===== src/rtl/lru_trk_pkg.sv =====
package lru_trk_pkg;
  localparam int MASK_W = 32;

  typedef enum logic [1:0] {
    OP_NONE,
    OP_PROMOTE,
    OP_DEMOTE
  } opKind_e;

  typedef struct packed {
    opKind_e op;
    logic    wrTag;
  } dpStrobe_t;
endpackage


===== src/rtl/lru_trk_store.sv =====
module lru_trk_store
  import lru_trk_pkg::*;
#(
  parameter int ENTRIES     = 16,
  parameter int MIN_ENTRIES = 2,
  parameter int TAG_W       = 20,
  parameter int NUM_TRK     = 3,
  parameter int TRK_DIM     = 3,
  localparam int IDX_W      = $clog2(ENTRIES)
) (
  input  logic                              clk,
  input  logic                              rstN,
  input  dpStrobe_t                         strobe,
  input  logic [IDX_W-1:0]                  tgtIdx,
  input  logic [TAG_W-1:0]                  newTag,
  output logic [ENTRIES-1:0][TAG_W-1:0]     tagQ,
  output logic [ENTRIES-1:0]                validQ,
  output logic [ENTRIES-1:0][IDX_W-1:0]     rankQ,
  output logic [ENTRIES-1:0][MASK_W-1:0]    maskQ,
  output logic [TRK_DIM-1:0][IDX_W-1:0]     bndQ
);
  logic [ENTRIES-1:0][TAG_W-1:0]  nTag;
  logic [ENTRIES-1:0]             nValid;
  logic [ENTRIES-1:0][IDX_W-1:0]  nRank;
  logic [ENTRIES-1:0][MASK_W-1:0] nMask;
  logic [TRK_DIM-1:0][IDX_W-1:0]  nBnd;
  logic [IDX_W-1:0]               tgtRank;
  logic [MASK_W-1:0]              tgtMask;

  // Entry currently holding recency position r
  function automatic logic [IDX_W-1:0] atRank(input logic [IDX_W-1:0] r);
    logic [IDX_W-1:0] found;
    found = '0;
    for (int i = 0; i < ENTRIES; i++)
      if (rankQ[i] == r) found = IDX_W'(i);
    return found;
  endfunction

  assign tgtRank = rankQ[tgtIdx];
  assign tgtMask = maskQ[tgtIdx];

  always_comb begin
    nTag   = tagQ;
    nValid = validQ;
    nRank  = rankQ;
    nMask  = maskQ;
    nBnd   = bndQ;
    case (strobe.op)
      OP_PROMOTE: begin
        for (int i = 0; i < ENTRIES; i++) begin
          if (IDX_W'(i) == tgtIdx)       nRank[i] = '0;
          else if (rankQ[i] < tgtRank)   nRank[i] = rankQ[i] + 1'b1;
        end
        for (int k = 0; k < NUM_TRK; k++) begin
          if (!tgtMask[k]) begin
            // size k did not hold the entry: its last member drops out
            nMask[bndQ[k]][k] = 1'b0;
            nMask[tgtIdx][k]  = 1'b1;
            nBnd[k]           = atRank(IDX_W'((MIN_ENTRIES << k) - 2));
          end else if (tgtRank == IDX_W'((MIN_ENTRIES << k) - 1)) begin
            nBnd[k] = atRank(IDX_W'((MIN_ENTRIES << k) - 2));
          end
        end
        if (strobe.wrTag) begin
          nTag[tgtIdx]   = newTag;
          nValid[tgtIdx] = 1'b1;
        end
      end
      OP_DEMOTE: begin
        for (int i = 0; i < ENTRIES; i++) begin
          if (IDX_W'(i) == tgtIdx)       nRank[i] = IDX_W'(ENTRIES - 1);
          else if (rankQ[i] > tgtRank)   nRank[i] = rankQ[i] - 1'b1;
        end
        for (int k = 0; k < NUM_TRK; k++) begin
          if (tgtMask[k]) begin
            // first entry outside size k moves in
            nMask[atRank(IDX_W'(MIN_ENTRIES << k))][k] = 1'b1;
            nMask[tgtIdx][k] = 1'b0;
            nBnd[k]          = atRank(IDX_W'(MIN_ENTRIES << k));
          end
        end
        nValid[tgtIdx] = 1'b0;
      end
      default: ;
    endcase
  end

  always_ff @(posedge clk) begin
    if (!rstN) begin
      for (int i = 0; i < ENTRIES; i++) begin
        tagQ[i]   <= '0;
        validQ[i] <= 1'b0;
        rankQ[i]  <= IDX_W'(i);
        for (int k = 0; k < MASK_W; k++)
          maskQ[i][k] <= (k < NUM_TRK) && (i < (MIN_ENTRIES << k));
      end
      for (int k = 0; k < TRK_DIM; k++)
        bndQ[k] <= (k < NUM_TRK) ? IDX_W'((MIN_ENTRIES << k) - 1) : '0;
    end else begin
      tagQ   <= nTag;
      validQ <= nValid;
      rankQ  <= nRank;
      maskQ  <= nMask;
      bndQ   <= nBnd;
    end
  end
endmodule


===== src/rtl/lru_trk_ctrl.sv =====
module lru_trk_ctrl
  import lru_trk_pkg::*;
#(
  parameter int ENTRIES = 16,
  parameter int TAG_W   = 20,
  parameter int CNT_W   = 16,
  parameter int NUM_TRK = 3,
  parameter int TRK_DIM = 3,
  localparam int IDX_W  = $clog2(ENTRIES)
) (
  input  logic                           clk,
  input  logic                           rstN,
  input  logic                           lkpValid,
  input  logic [TAG_W-1:0]               lkpTag,
  input  logic                           lkpAlloc,
  input  logic                           invValid,
  input  logic [TAG_W-1:0]               invTag,
  input  logic [ENTRIES-1:0][TAG_W-1:0]  tagQ,
  input  logic [ENTRIES-1:0]             validQ,
  input  logic [ENTRIES-1:0][IDX_W-1:0]  rankQ,
  input  logic [ENTRIES-1:0][MASK_W-1:0] maskQ,
  output dpStrobe_t                      strobe,
  output logic [IDX_W-1:0]               tgtIdx,
  output logic [TAG_W-1:0]               newTag,
  output logic                           rspValid,
  output logic                           rspHit,
  output logic [IDX_W-1:0]               rspIdx,
  output logic [MASK_W-1:0]              rspMask,
  output logic [CNT_W-1:0]               accCnt,
  output logic [TRK_DIM-1:0][CNT_W-1:0]  hitCnt,
  output logic [TRK_DIM-1:0][CNT_W-1:0]  missCnt
);
  logic             lkpHit, invHit;
  logic [IDX_W-1:0] hitIdx, invIdx, victimIdx;
  logic [MASK_W-1:0] hitMask;

  always_comb begin
    lkpHit = 1'b0; invHit = 1'b0;
    hitIdx = '0; invIdx = '0; victimIdx = '0;
    for (int i = 0; i < ENTRIES; i++) begin
      if (validQ[i] && tagQ[i] == lkpTag) begin lkpHit = 1'b1; hitIdx = IDX_W'(i); end
      if (validQ[i] && tagQ[i] == invTag) begin invHit = 1'b1; invIdx = IDX_W'(i); end
      if (rankQ[i] == IDX_W'(ENTRIES - 1)) victimIdx = IDX_W'(i);
    end
    hitMask = lkpHit ? maskQ[hitIdx] : '0;
  end

  // lookup takes priority; an invalidate in the same cycle is dropped
  always_comb begin
    strobe = '{op: OP_NONE, wrTag: 1'b0};
    tgtIdx = '0;
    newTag = lkpTag;
    if (lkpValid) begin
      if (lkpHit) begin
        strobe.op = OP_PROMOTE;
        tgtIdx    = hitIdx;
      end else if (lkpAlloc) begin
        strobe = '{op: OP_PROMOTE, wrTag: 1'b1};
        tgtIdx = victimIdx;
      end
    end else if (invValid && invHit) begin
      strobe.op = OP_DEMOTE;
      tgtIdx    = invIdx;
    end
  end

  always_ff @(posedge clk) begin
    if (!rstN) begin
      rspValid <= 1'b0;
      rspHit   <= 1'b0;
      rspIdx   <= '0;
      rspMask  <= '0;
      accCnt   <= '0;
      hitCnt   <= '0;
      missCnt  <= '0;
    end else begin
      rspValid <= lkpValid;
      if (lkpValid) begin
        rspHit  <= lkpHit;
        rspIdx  <= lkpHit ? hitIdx : (lkpAlloc ? victimIdx : '0);
        rspMask <= hitMask;
        accCnt  <= accCnt + 1'b1;
        for (int k = 0; k < TRK_DIM; k++) begin
          if (k < NUM_TRK) begin
            if (hitMask[k]) hitCnt[k]  <= hitCnt[k] + 1'b1;
            else            missCnt[k] <= missCnt[k] + 1'b1;
          end
        end
      end
    end
  end
endmodule


===== src/rtl/lru_trk.sv =====
module lru_trk
  import lru_trk_pkg::*;
#(
  parameter int ENTRIES     = 16,
  parameter int MIN_ENTRIES = 2,
  parameter int TAG_W       = 20,
  parameter int CNT_W       = 16,
  localparam int IDX_W      = $clog2(ENTRIES),
  localparam int NUM_TRK    = (MIN_ENTRIES < ENTRIES) ? ($clog2(ENTRIES) - $clog2(MIN_ENTRIES)) : 0,
  localparam int TRK_DIM    = (NUM_TRK > 0) ? NUM_TRK : 1
) (
  input  logic                          clk,
  input  logic                          rstN,
  input  logic                          lkpValid,
  input  logic [TAG_W-1:0]              lkpTag,
  input  logic                          lkpAlloc,
  input  logic                          invValid,
  input  logic [TAG_W-1:0]              invTag,
  output logic                          rspValid,
  output logic                          rspHit,
  output logic [IDX_W-1:0]              rspIdx,
  output logic [MASK_W-1:0]             rspMask,
  output logic [CNT_W-1:0]              accCnt,
  output logic [TRK_DIM-1:0][CNT_W-1:0] hitCnt,
  output logic [TRK_DIM-1:0][CNT_W-1:0] missCnt
);
  if (NUM_TRK > MASK_W) begin : g_badTrk
    $error("tracked size count exceeds residency mask width");
  end
  if ((ENTRIES & (ENTRIES - 1)) != 0 || (MIN_ENTRIES & (MIN_ENTRIES - 1)) != 0 || MIN_ENTRIES < 2) begin : g_badSize
    $error("sizes must be powers of two and minimum at least 2");
  end

  dpStrobe_t                      strobe;
  logic [IDX_W-1:0]               tgtIdx;
  logic [TAG_W-1:0]               newTag;
  logic [ENTRIES-1:0][TAG_W-1:0]  tagQ;
  logic [ENTRIES-1:0]             validQ;
  logic [ENTRIES-1:0][IDX_W-1:0]  rankQ;
  logic [ENTRIES-1:0][MASK_W-1:0] maskQ;
  logic [TRK_DIM-1:0][IDX_W-1:0]  bndQ;

  lru_trk_ctrl #(
    .ENTRIES(ENTRIES), .TAG_W(TAG_W), .CNT_W(CNT_W),
    .NUM_TRK(NUM_TRK), .TRK_DIM(TRK_DIM)
  ) u_ctrl (
    .clk(clk), .rstN(rstN),
    .lkpValid(lkpValid), .lkpTag(lkpTag), .lkpAlloc(lkpAlloc),
    .invValid(invValid), .invTag(invTag),
    .tagQ(tagQ), .validQ(validQ), .rankQ(rankQ), .maskQ(maskQ),
    .strobe(strobe), .tgtIdx(tgtIdx), .newTag(newTag),
    .rspValid(rspValid), .rspHit(rspHit), .rspIdx(rspIdx), .rspMask(rspMask),
    .accCnt(accCnt), .hitCnt(hitCnt), .missCnt(missCnt)
  );

  lru_trk_store #(
    .ENTRIES(ENTRIES), .MIN_ENTRIES(MIN_ENTRIES), .TAG_W(TAG_W),
    .NUM_TRK(NUM_TRK), .TRK_DIM(TRK_DIM)
  ) u_store (
    .clk(clk), .rstN(rstN),
    .strobe(strobe), .tgtIdx(tgtIdx), .newTag(newTag),
    .tagQ(tagQ), .validQ(validQ), .rankQ(rankQ), .maskQ(maskQ), .bndQ(bndQ)
  );
endmodule


===== config.mk =====
export PLATFORM = sky130hd
export DESIGN_NAME = lru_trk
export DESIGN_NICKNAME = d
export VERILOG_FILES = /design/src/rtl/lru_trk_pkg.sv /design/src/rtl/lru_trk_store.sv /design/src/rtl/lru_trk_ctrl.sv /design/src/rtl/lru_trk.sv
export SDC_FILE = /design/constraint.sdc
export NUM_CORES = 2
export LEC_CHECK = 0
export BUFFER_PORTS_ARGS = -buffer_cell sky130_fd_sc_hd__buf_2
export CAP_MARGIN = 20
export CELL_PAD_IN_SITES_DETAIL_PLACEMENT = 1
export CELL_PAD_IN_SITES_GLOBAL_PLACEMENT = 1
export CORE_UTILIZATION = 42
export DETAILED_ROUTE_END_ITERATION = 12
export GPL_ROUTABILITY_DRIVEN = 1
export PLACE_DENSITY_LB_ADDON = 0.15
export SYNTH_ARGS = -nofsm -noshare
export SYNTH_HDL_FRONTEND = slang
export SYNTH_SLANG_ARGS = --single-unit

===== constraint.sdc =====
create_clock -name clk -period 7.84 [get_ports clk]
set_input_delay 2.352 -clock clk [delete_from_list [all_inputs] [get_ports clk]]
set_output_delay 2.352 -clock clk [all_outputs]
set_load 0.02 [all_outputs]

==> results by group <==
Outcome
  • Status: finished clean

Logic synthesis
  • Flops & latches, synth: between 500 and 600
  • Register area share after synthesis: 29.2%
  • Yosys top cell by area: dfxtp_1
  • Synth warn: 0
  • Cell area after synthesis: between 0.03 and 0.04 mm2
  • Distinct cells, synth: 100
  • Synth Area per Inst: between 7 and 8 um2
  • Largest cells by area after synthesis: dfxtp_1 29%, xnor2_1 11%, nand2_1 9.2%
  • Top-area cell type share of the netlist area: around 29%
  • Ys flop type: dfxtp_1
  • Number of flops mapped to enable cells by yosys: 0
  • Mapped Cells: 5293
  • Asr flop ratio synth: 0%

Final layout
  • Fin cells: slightly above 7000
  • Final instance area: about 0.05 mm2
  • Commonest non-fill, non-tap cell in the layout: nand2_1
  • FILL cells: roughly 12000
  • Antenna Cells: 0
  • Final-stage net count: a little over 6000
  • Share of layout cells above drive strength 1: approximately a fifth
  • Util after Layout: roughly 53%
  • Layout area overhead: 25.3%
  • Most frequent cells in the layout: 975 x nand2_1, 612 x buf_4, 581 x dfxtp_1

Route
  • Initial DRC count: around 4400
  • Post-Route WL: 190000 um
  • First-pass DRT Iterations: 6
  • Via density: around 6.1
  • Wirelength per Cell: 26.4 um
  • Detail Route Antenna Nets: 0
  • Vias: around 44000
  • Residual DRC: 0

STA
  • Final Hold Vio Count: 0
  • Slew HR: a little under a quarter
  • Setup TNS: 0 ns
  • Period utilization: between 90 and 100%
  • Worst Skew: between 0.04 and 0.05 ns
  • Min Tclk post-route: around 7.6 ns
  • Worst-margin pin slew: between 1 and 1.5 ns
  • Highest Clock Rate: roughly 130 MHz
  • Final setup fails: 0
  • RSZ-0062 raised after global routing: true
  • Final Max Tran Viols: 0

Die
  • Die extent in x: slightly above 300 um
  • Die Height: 310 um
  • Initial Utilization: 42.6%
  • CORE AREA: approximately 0.094 mm2
  • Row count: about 110
  • Die area: ~0.096 mm2
  • Top-level I/O count: roughly 200

Clocking
  • Num Clock Sinks: 581
  • Clock Pin Slew Worst Setup and Hold Paths: 0.06 ns
  • Root Buffer: clkbuf_16
  • TritonCTS buffer count: 73
  • Total number of H-tree levels: 3
  • CTS tree: yes
  • Clock buffer depth: 3
  • Latest clock arrival within the worst-skew pair: ~0.7 ns

Pwr
  • Max VDD drop: ~160 uV
  • Reported net switching power: 3.11 mW
  • Power per cell area: 186 mW/mm2
  • Comb power frac: around a quarter
  • Flop pwr share: around a third
  • Clock power share: about two fifths
  • Leak pwr: 19.0 nW
  • Total power: between 9 and 10 mW
  • Internal: a little over 6 mW
  • Switching share of power: between 30% and 40%

Setup path
  • Kind of critical path: input port to flop
  • Data arrival, critical path: 8.19 ns
  • Required @ worst endpoint: ~8.4 ns
  • Critical Path Source Type: input port
  • Worst reg2reg startpoint: u_store.tagQ[260]$_SDFFE_PN0P_
  • Worst R2R End: u_store.rankQ[52]$_SDFFE_PN1P_
  • Reg2reg path depth: 28
  • Crit. End Element: flop
  • R2R setup slack: roughly 1.5 ns
  • CP max FO: 15

Hold path
  • WHS Path Cells: 2
  • Hold Path Class: flop to flop
  • HP Start: u_ctrl.rspHit$_SDFFE_PN0P_
  • Hold Path Sink: u_ctrl.rspHit$_SDFFE_PN0P_

Global routing
  • Largest net degree at the start of global routing: 150
  • Vias in the first global route: 43133
  • GRT Overall Usage: 38.6%
  • First-pass GRT wire length: ~280000 um
  • Gr ovfl total: 0
  • Initial antenna violation count: 5

Flow run
  • Max Cap Viol: 0

Placement
  • DP Cell Count: between 7000 and 8000
  • I/O Buffers: between 150 and 200
  • RePlAce Congestion: 1.01
  • DP HPWL: around 140000 um
  • Placed Area: around 0.047 mm2
[stage by stage]
step	hold WS (ns)	setup WS [ns]
final	0.481	0.191
after global routing	0.506	-0.0196
after CTS	0.481	0.0784
after detailed placement	0.464	-1.00
after global placement	0.446	-0.823
after floorplan	0.448	0.0674
[routing by layer]
layer  share of wire (%)  global-route usage, %  vias up
met2                  44                   60.0     1820
met3                 7.9                   6.00      391
li1                    -                      -    19589
met1                  45                   54.0    21752
met4                 3.4                   13.2       10
met5               0.042                      0        -
[critical path: stages]
cell      delay [ns]
buf_2           0.16
buf_12          0.18
xor2_1          0.19
or4_1           0.53
or4_1           0.49
or2_4           0.29
buf_4           0.14
o2111a_1        0.12
a211oi_1        0.30
o21bai_1        0.16
nand3_2         0.12
buf_12          0.12
buf_4           0.20
mux2i_1         0.24
mux2_2          0.23
o22ai_1         0.08
buf_4           0.17
a221oi_4        0.30
buf_12          0.22
ha_1            0.27
o21ai_0         0.09
nand2b_1        0.07
a21oi_1         0.20
nand2_1         0.12
a31oi_4         0.25
o221ai_1        0.14
a221o_1         0.37
[sequential cells by signal (all words and copies together), names as in the netlist, named ones only]
name	count
u_store.maskQ	48
u_ctrl.hitCnt	48
u_store.tagQ	320
u_ctrl.rspValid	1
u_store.rankQ	64
u_store.bndQ	12
u_ctrl.missCnt	48
u_ctrl.rspHit	1
u_ctrl.rspIdx	4
u_ctrl.rspMask	3
u_ctrl.accCnt	16
[layout make-up]
type,count,area (um2),share of cell area (%)
Clock buffer,107,2170,4.34
Clock inverter,27,357,0.713
Timing Repair Buffer,876,7400,14.8
Sequential cell,581,11600,23.3
Multi-Input combinational cell,4260,26500,53.0
Inverter,92,353,0.706
Tap cell,1254,1570,3.14
[power by group through the flow]
stage                     Clock (mW)  Sequential (mW)  Combinational, mW
after floorplan                    0             3.17               1.37
after global placement             0             3.23               2.32
after global routing            3.80             3.18               2.63
final                           3.64             3.18               2.48
after CTS                       3.68             3.17               2.40
after detailed placement           0             3.23               2.37
[logic make-up after synthesis]
| kind of cell | Yosys count | share of synthesized area (%) |
|---|---|---|
| flops | 581 | 29.2 |
| fa+ha+maj | 120 | 3.76 |
| buf+inv | 480 | 5.42 |
| simple gates | 2221 | 26.9 |
| other cells | 1 | 0.00940 |
| compound gates | 1056 | 16.0 |
| mux | 99 | 2.64 |
| xor+xnor | 735 | 16.1 |
[cell usage after synthesis, drive strengths merged (35+ instances only)]
library cell,instances
nand2,976
dfxtp,581
a21oi,537
xnor2,492
nor2,317
xor2,243
clkbuf,228
nand4,210
o21ai,184
nand3,167
buf,160
ha,120
nor4,99
inv,91
mux2i,84
nor3,79
nand2b,59
and3,37
or3,37
a31oi,35
[repair_timing]
item / 4_1_cts / 5_1_grt
buffers inserted: 2 / 1
resized for setup: 0 / 41
pin swaps: 1 / 4
endpoints found under the setup margin: 64 / 64
hold buffers: 0 / 0
[how the worst max path moves through the flow]
stage,startpoint,endpoint,cells after the start
floorplan,lkpTag[6],u_store.rankQ[22]$_SDFFE_PN1P_,22
global placement,invTag[9],u_store.rankQ[22]$_SDFFE_PN1P_,26
detailed placement,invTag[9],u_store.rankQ[6]$_SDFFE_PN0P_,27
CTS,invTag[9],u_store.rankQ[6]$_SDFFE_PN0P_,28
global route,lkpTag[10],u_store.rankQ[47]$_SDFFE_PN1P_,28
finish,lkpTag[10],u_store.rankQ[22]$_SDFFE_PN1P_,27
Note: power is estimated with default switching activity, not from simulation.
